### src/rtl/cdp_pkg.sv
package cdp_pkg;

  typedef logic [1:0] ctr2_t;

  localparam ctr2_t CTR_SNT = 2'b00;
  localparam ctr2_t CTR_WNT = 2'b01;
  localparam ctr2_t CTR_WT  = 2'b10;
  localparam ctr2_t CTR_ST  = 2'b11;

  localparam ctr2_t CTR_RESET = CTR_WNT;

  // Saturating step of a 2-bit counter toward the resolved outcome.
  function automatic ctr2_t ctr_train(input ctr2_t cur, input logic taken);
    ctr2_t nxt;
    nxt = cur;
    if (taken) begin
      if (cur != CTR_ST) nxt = cur + 2'd1;
    end else begin
      if (cur != CTR_SNT) nxt = cur - 2'd1;
    end
    return nxt;
  endfunction

  // Direction encoded by a counter: its upper bit.
  function automatic logic ctr_dir(input ctr2_t cur);
    return cur[1];
  endfunction

endpackage

### src/rtl/cdp_hist_reg.sv
module cdp_hist_reg #(
  parameter int HIST_W = 2,
  localparam int HW_EFF = (HIST_W > 0) ? HIST_W : 1
) (
  input  logic              clk,
  input  logic              rst_n,
  input  logic              push,
  input  logic              outcome,
  output logic [HW_EFF-1:0] hist_o,
  output logic [HW_EFF-1:0] hist_next_o
);

  generate
    if (HIST_W == 0) begin : g_none
      logic unused_hist_in;
      assign unused_hist_in = clk ^ rst_n ^ push ^ outcome;
      assign hist_o      = '0;
      assign hist_next_o = '0;
    end else begin : g_shift
      logic [HIST_W-1:0] hist_q;
      logic [HIST_W-1:0] shifted;
      if (HIST_W == 1) begin : g_one
        assign shifted = outcome;
      end else begin : g_many
        assign shifted = {hist_q[HIST_W-2:0], outcome};
      end
      assign hist_next_o = push ? shifted : hist_q;
      always_ff @(posedge clk or negedge rst_n) begin
        if (!rst_n) hist_q <= '0;
        else        hist_q <= hist_next_o;
      end
      assign hist_o = hist_q;
    end
  endgenerate

endmodule

### src/rtl/cdp_index.sv
module cdp_index #(
  parameter int PC_W   = 32,
  parameter int PC_LSB = 2,
  parameter int ROW_W  = 8,
  parameter int HIST_W = 2,
  localparam int HW_EFF = (HIST_W > 0) ? HIST_W : 1,
  localparam int IDX_W  = ROW_W + HIST_W,
  localparam int ROW_HI = PC_LSB + ROW_W - 1
) (
  input  logic [PC_W-1:0]   pc,
  input  logic [HW_EFF-1:0] hist,
  output logic [IDX_W-1:0]  idx
);

  logic [ROW_W-1:0] row;
  assign row = pc[ROW_HI:PC_LSB];

  // Bits outside the row field carry no tag and are deliberately ignored.
  logic unused_pc_bits;
  assign unused_pc_bits = ^{pc[PC_W-1:ROW_HI+1], pc[PC_LSB-1:0]};

  generate
    if (HIST_W == 0) begin : g_row_only
      logic unused_hist_bits;
      assign unused_hist_bits = ^hist;
      assign idx = row;
    end else begin : g_row_hist
      assign idx = {row, hist};
    end
  endgenerate

endmodule

### src/rtl/cdp_ctr_table.sv
module cdp_ctr_table
  import cdp_pkg::*;
#(
  parameter int IDX_W = 10,
  localparam int DEPTH = 1 << IDX_W
) (
  input  logic             clk,
  input  logic             rst_n,
  input  logic [IDX_W-1:0] rd_a_idx,
  output ctr2_t            rd_a_ctr,
  input  logic [IDX_W-1:0] rd_b_idx,
  output ctr2_t            rd_b_ctr,
  input  logic             wr_en,
  input  logic [IDX_W-1:0] wr_idx,
  input  ctr2_t            wr_ctr
);

  ctr2_t cells [DEPTH];

  assign rd_a_ctr = cells[rd_a_idx];
  assign rd_b_ctr = cells[rd_b_idx];

  always_ff @(posedge clk or negedge rst_n) begin
    if (!rst_n) begin
      for (int i = 0; i < DEPTH; i++) cells[i] <= CTR_RESET;
    end else if (wr_en) begin
      cells[wr_idx] <= wr_ctr;
    end
  end

endmodule

### src/rtl/corr_dir_pred.sv
module corr_dir_pred
  import cdp_pkg::*;
#(
  parameter int PC_W   = 32,
  parameter int PC_LSB = 2,
  parameter int ROW_W  = 8,
  parameter int HIST_W = 2
) (
  input  logic            clk,
  input  logic            rst_n,
  input  logic [PC_W-1:0] pred_pc,
  output logic            pred_taken,
  input  logic            upd_valid,
  input  logic [PC_W-1:0] upd_pc,
  input  logic            upd_taken
);

  localparam int HW_EFF = (HIST_W > 0) ? HIST_W : 1;
  localparam int IDX_W  = ROW_W + HIST_W;

  // Named internal events, brought out for the checker.
  logic [HW_EFF-1:0] hist_q;
  logic [HW_EFF-1:0] hist_next;
  logic [IDX_W-1:0]  pred_idx;
  logic [IDX_W-1:0]  upd_idx;
  ctr2_t             pred_ctr;
  ctr2_t             upd_ctr_old;
  ctr2_t             upd_ctr_new;

  cdp_hist_reg #(.HIST_W(HIST_W)) hist_i (
    .clk         (clk),
    .rst_n       (rst_n),
    .push        (upd_valid),
    .outcome     (upd_taken),
    .hist_o      (hist_q),
    .hist_next_o (hist_next)
  );

  cdp_index #(.PC_W(PC_W), .PC_LSB(PC_LSB), .ROW_W(ROW_W), .HIST_W(HIST_W)) pidx_i (
    .pc   (pred_pc),
    .hist (hist_q),
    .idx  (pred_idx)
  );

  cdp_index #(.PC_W(PC_W), .PC_LSB(PC_LSB), .ROW_W(ROW_W), .HIST_W(HIST_W)) uidx_i (
    .pc   (upd_pc),
    .hist (hist_q),
    .idx  (upd_idx)
  );

  cdp_ctr_table #(.IDX_W(IDX_W)) tbl_i (
    .clk      (clk),
    .rst_n    (rst_n),
    .rd_a_idx (pred_idx),
    .rd_a_ctr (pred_ctr),
    .rd_b_idx (upd_idx),
    .rd_b_ctr (upd_ctr_old),
    .wr_en    (upd_valid),
    .wr_idx   (upd_idx),
    .wr_ctr   (upd_ctr_new)
  );

  assign upd_ctr_new = ctr_train(upd_ctr_old, upd_taken);
  assign pred_taken  = ctr_dir(pred_ctr);

  logic unused_hist_next;
  assign unused_hist_next = ^hist_next;

endmodule

### config.mk
export PLATFORM = sky130hd
export DESIGN_NAME = corr_dir_pred
export DESIGN_NICKNAME = d
export VERILOG_FILES = /design/src/rtl/cdp_pkg.sv /design/src/rtl/cdp_hist_reg.sv /design/src/rtl/cdp_index.sv /design/src/rtl/cdp_ctr_table.sv /design/src/rtl/corr_dir_pred.sv
export SDC_FILE = /design/constraint.sdc
export NUM_CORES = 2
export LEC_CHECK = 0
export ABC_AREA = 0
export ABC_CLOCK_PERIOD_IN_PS = 9800
export BUFFER_PORTS_ARGS = -buffer_cell sky130_fd_sc_hd__buf_2
export CAP_MARGIN = 5
export CELL_PAD_IN_SITES_DETAIL_PLACEMENT = 0
export CELL_PAD_IN_SITES_GLOBAL_PLACEMENT = 1
export CORE_MARGIN = 5
export CORE_UTILIZATION = 54
export DETAILED_ROUTE_END_ITERATION = 7
export PLACE_DENSITY = 0.82
export SETUP_SLACK_MARGIN = 0.02
export SLEW_MARGIN = 15
export SYNTH_ARGS = -nofsm -noshare
export SYNTH_HDL_FRONTEND = slang
export SYNTH_SLANG_ARGS = --single-unit
### constraint.sdc
create_clock -name clk -period 9.8 [get_ports clk]
set_clock_uncertainty 0.2 [all_clocks]
set_input_delay 0 -clock clk [delete_from_list [all_inputs] [get_ports clk]]
set_output_delay 0 -clock clk [all_outputs]
set_load 0.005 [all_outputs]
# [Yosys cells after proc, flatten, opt, wreduce, memory -nomap -nowiden]
# Index checks and enable logic that the tools add are counted.
[totals] ff_bits=2050 inputBits=68
[op_classes] addsub=2 n_lt_le_gt_ge=3 n_eq_ne=1 muxes=12 bitwise_logic=2 n_reduce_logical=2
[ops] cell="$bwmux W2048" count=1
[ops] cell="$bmux W2 S10" count=2
[ops] cell="$ge A11 B11 Y1 const B" count=2
[ops] cell="$not A10 Y11" count=2
[ops] cell="$demux W2 S10" count=1
[ops] cell="$mux W2" count=8
[ops] cell="$lt A11 B1 Y1 const B" count=1
[ops] cell="$add A2 B1 Y2 const B" count=1
[ops] cell="$ne A2 B2 Y1 const B" count=1
[ops] cell="$reduce_bool A2 Y1" count=1
[ops] cell="$sub A2 B1 Y2 const B" count=1
[ops] cell="$logic_and A1 B1 Y1" count=1

# [Logic depth before layout (Yosys ltp)]
[depth] word_depth=8 mapped_depth=18 depth_no_buf=9

# [By module]
# Synthesis repeated with hierarchy kept, for this count alone.
[hier_totals] cells_unflattened=8486 area_unflattened_um2=115608.4
[modules_own_cells] module="cdp_ctr_table" n_inst=1 cells_each=8459 area_per_inst_um2=115359.4 seq_area_each_um2=52530.4
[modules_own_cells] module="cdp_index" n_inst=2 cells_each=10 area_per_inst_um2=75.1 seq_area_each_um2=0.0
[modules_own_cells] module="cdp_hist_reg" n_inst=1 cells_each=4 area_per_inst_um2=72.6 seq_area_each_um2=50.0
[modules_own_cells] module="corr_dir_pred" n_inst=1 cells_each=3 area_per_inst_um2=26.3 seq_area_each_um2=0.0

# [Least setup slack after synthesis]
# No wires, ideal clock.
[synth_path] kind="flip-flop to flip-flop" from="register hist_i.g_shift.hist_q[1] (netlist: hist_i.hist_o[1])" to="register tbl_i.cells[151] (netlist name)" setup_time_ns=0.127 t_arrival_ns=3.640 t_required_ns=9.473 path_slack_ns=5.833 stages_incl_launch_ff=17 n_path_buf=7 period_less_slack_ns=3.967 path_cell_list="dfrtp_1 -> buf_2 -> buf_2 -> buf_2 -> buf_1 -> mux2i_1 -> o22ai_1 -> nor4_1 -> a21boi_0 -> a2111oi_0 -> nand4_1 -> nor4_2 -> maj3_2 -> buf_4 -> buf_4 -> buf_2 -> o21ai_0"
[synth_between] elab_chain_len=8
[synth_rtl] element="start, declared" line="cdp_hist_reg.sv:20" source="logic [HIST_W-1:0] hist_q;"
[synth_rtl] element="start signal, assigned" line="cdp_hist_reg.sv:30" source="else hist_q <= hist_next_o;"
[synth_rtl] element="$not A10 Y11 (not written as such) (*)" line="cdp_ctr_table.sv:21, cdp_ctr_table.sv:27"
[synth_rtl] element="$bmux W2 S10" line="cdp_ctr_table.sv:21" source="assign rd_b_ctr = cells[rd_b_idx];"
[synth_rtl] element="$mux W2 (not written as such) (2 in a row)" line="cdp_ctr_table.sv:21"
[synth_rtl] element="$sub A2 B1 Y2, or another cell as far along" line="cdp_pkg.sv:19" source="if (cur != CTR_SNT) nxt = cur - 2'd1;"
[synth_rtl] element="$mux W2 (on tied branches)" line="cdp_pkg.sv:19, cdp_pkg.sv:17"
[synth_rtl] element="$mux W2" line="cdp_pkg.sv:16" source="if (taken) begin"
[synth_rtl] element="$bwmux W2048 (*)" line="cdp_ctr_table.sv:27" source="cells[wr_idx] <= wr_ctr;"
[synth_rtl] element="end signal, assigned by index" line="cdp_ctr_table.sv:27"
[synth_rtl] element="end, declared" line="cdp_ctr_table.sv:18" source="ctr2_t cells [DEPTH];"
# Every way passes the cells marked *; elsewhere a longest branch is shown, timed or not. The select of a mux whose other input is x is not followed.
# A chain may end at the register's enable or synchronous reset.

# [Worst setup path in the final report]
[layout_path] from="register hist_i.g_shift.hist_q[0] (netlist: hist_i.hist_o[0])" to="register tbl_i.cells[139] (netlist name)"
# The elaborated chain is that of the path after synthesis.

==> impl_metrics.tcl <==
set metrics [dict create \
    synthesis.instances 10100 \
    yosysSeqAreaShare_pct 53.8 \
    max-vdd-ir-drop_v 0.000160 \
    crit_path_cell_trace "buf_4 -> or4b_4 -> buf_4 -> o22ai_1 -> nor4_1 -> a21boi_0 -> a2111oi_0 -> nand4_1 -> nor4_2 -> maj3_4 -> buf_4 -> o21ai_0" \
    maxSlewViolCount 0 \
    ys_seq_elements 2050 \
    detail_route.vias_per_cell 6.27 \
    intPower_mw 14.2 \
    final_setup_fails 0 \
    htree_levels 4 \
    fin_area_um2 108000 \
    total_cts_buffers 214 \
    max_freq_mhz 134 \
    timing.critical_path.arrival_ns 7.98 \
    synth-edff-count 0 \
    synth.lib_cells_used.distinct 57 \
    most_common_cell_after_layout_fill_and_taps_aside "sky130_fd_sc_hd__nand2_1" \
    post_route_cells_drive_above_1_share_pct 18.1 \
    outcome "complete, no violations" \
    chip_width_um 435 \
    power_mw 19.0 \
    first_iter_violations 9402 \
    start_util_pct 54.1 \
    slowest_delay_ns 0.92 \
    synthesis.nets 10200 \
    slew-limit-headroom_pct 16.4 \
    p_switching_mw 4.83 \
    max_cap_violations 0 \
    final_nets 9889 \
    fillers 15300 \
    synth-xor-area-share_pct 0 \
    synthesis_warnings 0 \
    drt-total-wl_um 334000 \
    path_clk_slew_ns 0.06 \
    synth_simple_gate_area_share_pct 13.7 \
    switching_share_pct 25.4 \
    mean_post_synth_cell_area_um2 9.68 \
    design.portCount 69 \
    dieHeight_um 435 \
    routed_wl_per_cell_um 27.0 \
    core_area_um2 180000 \
    adder_cell_area_share_of_the_yosys_netlist_pct 0.0231 \
    standard_cell_area_after_detailed_placement_um2 100000 \
    fin_crit_ns 7.48 \
    end_kind "flip-flop" \
    antenna_found_initial 12 \
    global_route.usage.total_pct 34.7 \
    final_hold_fails 0 \
    firstDrtPassIters 6 \
    pwr-share-clk_pct 45.1 \
    grt_setup_unrepaired "false" \
    most-common-layout-cells "sky130_fd_sc_hd__nand2_1 (3,105), sky130_fd_sc_hd__o21ai_0 (1,701), sky130_fd_sc_hd__mux2i_1 (1,195)" \
    mappedNetlistArea_um2 97600 \
    insertion_delay_ns 0.87 \
    numPortBuffers 20 \
    first_global_vias 75000 \
    p_per_area_nw_per_um2 177 \
    area_growth_pct 10.1 \
    worst-path-max-fanout 76 \
    cts_root_buf "sky130_fd_sc_hd__clkbuf_16" \
    placement_rows 156 \
    post-cts-setup-buffer-count 0 \
    hp-class "in2reg" \
    synth_top_flop_cell "sky130_fd_sc_hd__dfrtp_1" \
    comb_power_share_pct 9.0 \
    crit_slowest_cell "sky130_fd_sc_hd__dfrtp_4" \
    cts_sinks 2050 \
    grt_pass1_wl_um 496000 \
    finalCritPeriodShare_pct 76.3 \
    critical_path.startpoint_type "flip-flop" \
    worst_pin_slew_ns 1.25 \
    fraction_of_registers_with_async_set_or_reset_after_synthesis_pct 100 \
    hpwl_um 195000 \
    drc 0 \
    gp_congestion 0.855 \
    grt_start_max_net_pins 198 \
    grt_overflow 0 \
    detailroute.via_count 77700 \
    design.die.area_um2 189000 \
    share_of_the_synthesized_area_in_compound_gates_ao_oa_aoi_oai_pct 14.1 \
    seq_power_share_pct 45.9 \
    clock_tree.buffer_depth 3 \
    synthMuxAreaShare_pct 15.0 \
    finalSetupTns_ns 0 \
    p_leak_nw 42.2 \
    timing.critical_path.required_ns 10.30 \
    timing_worst_setup_path_type "reg2reg" \
    synth_top_family_by_area "multiplexers" \
    tritoncts_clock_tree "built" \
    detail-route-antenna-nets 0 \
    path_common_cell "sky130_fd_sc_hd__buf_4" \
]
## through the flow
| step | setup slack [ns] | utilization [%] | hold slack [ns] | std cells |
|---|---|---|---|---|
| CTS | 2.46 | 59.6 | 0.0453 | 12400 |
| detailed placement | 2.49 | 55.4 | -0.0709 | 12000 |
| finish | 2.32 | 59.6 | 0.0983 | 12400 |
| floorplan | 5.83 | - | -0.496 | 10100 |
| global route | 2.11 | 59.6 | 0.0996 | 12400 |
| global placement | 2.65 | 55.4 | -0.0682 | 12000 |
## layer usage
| metal | vias up | GRT usage, % | part of all wire [%] |
|---|---|---|---|
| met3 | 880 | 7.40 | 9.4 |
| met2 | 3616 | 52.0 | 44 |
| met4 | 4 | 16.1 | 5.2 |
| met5 | - | 0 | 0.0081 |
| li1 | 34800 | - | - |
| met1 | 38400 | 48.5 | 41 |
## worst max-delay path, delay by kind of cell (launching register included)
kind                       cells  cell delay, ns
adders and majority gates      1            0.87
AOI/OAI and AO/OA              4            1.51
buffers and inverters          3            1.99
DFF                            1            0.92
and+or+nand+nor                4            1.69
## synthesized netlist by cell type, drive strengths merged (3+ instances only)
library cell,n,area [um2]
a2111oi,5,43.8
a21boi,12,90.1
a221oi,3,26.3
a22o,6,52.6
a22oi,5,37.5
a31oi,3,18.8
and3,3,18.8
buf,337,1840
clkbuf,370,1390
dfrtp,1026,25700
dfstp,1024,26900
inv,3,11.3
mux2,3,33.8
mux2i,1195,12000
mux4,119,2680
nand2,3106,11700
nand3,23,115
nand3b,8,60.1
nand4,8,56.3
nand4b,4,41.3
nand4bb,6,67.6
nor2,103,387
nor2b,8,50.1
nor3,17,85.1
nor4,112,707
o2111ai,9,78.8
o21ai,2061,10300
o22a,7,61.3
o22ai,462,2890
or3,3,18.8
or3b,4,35.0
or4b,4,40.0
## sequential cells by signal (all words and copies together), names as in the netlist
signal,flops
hist_i.hist_o,2
tbl_i.cells,2048
## power by group through the flow
stage | clock network (mW) | registers, mW | logic (mW)
after floorplan | 0 | 8.82 | 1.06
after global placement | 0 | 8.86 | 1.66
after detailed placement | 0 | 8.87 | 1.68
after CTS | 8.65 | 8.73 | 1.69
after global routing | 9.03 | 8.74 | 1.78
final | 8.57 | 8.73 | 1.71
## repair_timing
item,CTS,global route
hold buffers,12,0
resized for setup,0,0
endpoints found under the hold margin,660,0
## final cells by class
| cell class | instances | area (um2) | area share [%] |
|---|---|---|---|
| tap | 2370 | 2970 | 2.76 |
| clock inverter | 75 | 941 | 0.875 |
| timing repair buffer | 227 | 2240 | 2.08 |
| inverter | 4 | 15.0 | 0.0140 |
| multi-input combinational | 7324 | 42300 | 39.3 |
| clock buffer | 329 | 6480 | 6.03 |
| sequential | 2050 | 52600 | 48.9 |
| antenna | 7 | 17.5 | 0.0163 |
## kinds of logic (layout without fill, tap and decap cells)
group / Yosys count / after routing
multiplexers: 1317 / 1317
AND/OR/NAND/NOR: 3416 / 3416
other: 0 / 7
flip-flops: 2050 / 2050
buffers and inverters: 711 / 635
AO/OA/AOI/OAI: 2589 / 2589
adder cells (fa/ha/maj): 2 / 2
## path summary, 6_finish.rpt
path | startpoint | end | slack [ns] | depth (start not counted)
min reg2reg | tbl_i.cells[550] | tbl_i.cells[550] | 0.26 | 2
min | upd_pc[5] | tbl_i.cells[1922] | 0.1 | 7
max reg2reg | hist_i.hist_o[0] | tbl_i.cells[139] | 2.32 | 12
max in group asynchronous | rst_n | tbl_i.cells[829] | 6.98 | 5
min in group asynchronous | rst_n | tbl_i.cells[1526] | 0.37 | 3
max | hist_i.hist_o[0] | tbl_i.cells[139] | 2.32 | 12
Power figures use the tool's default switching activity.
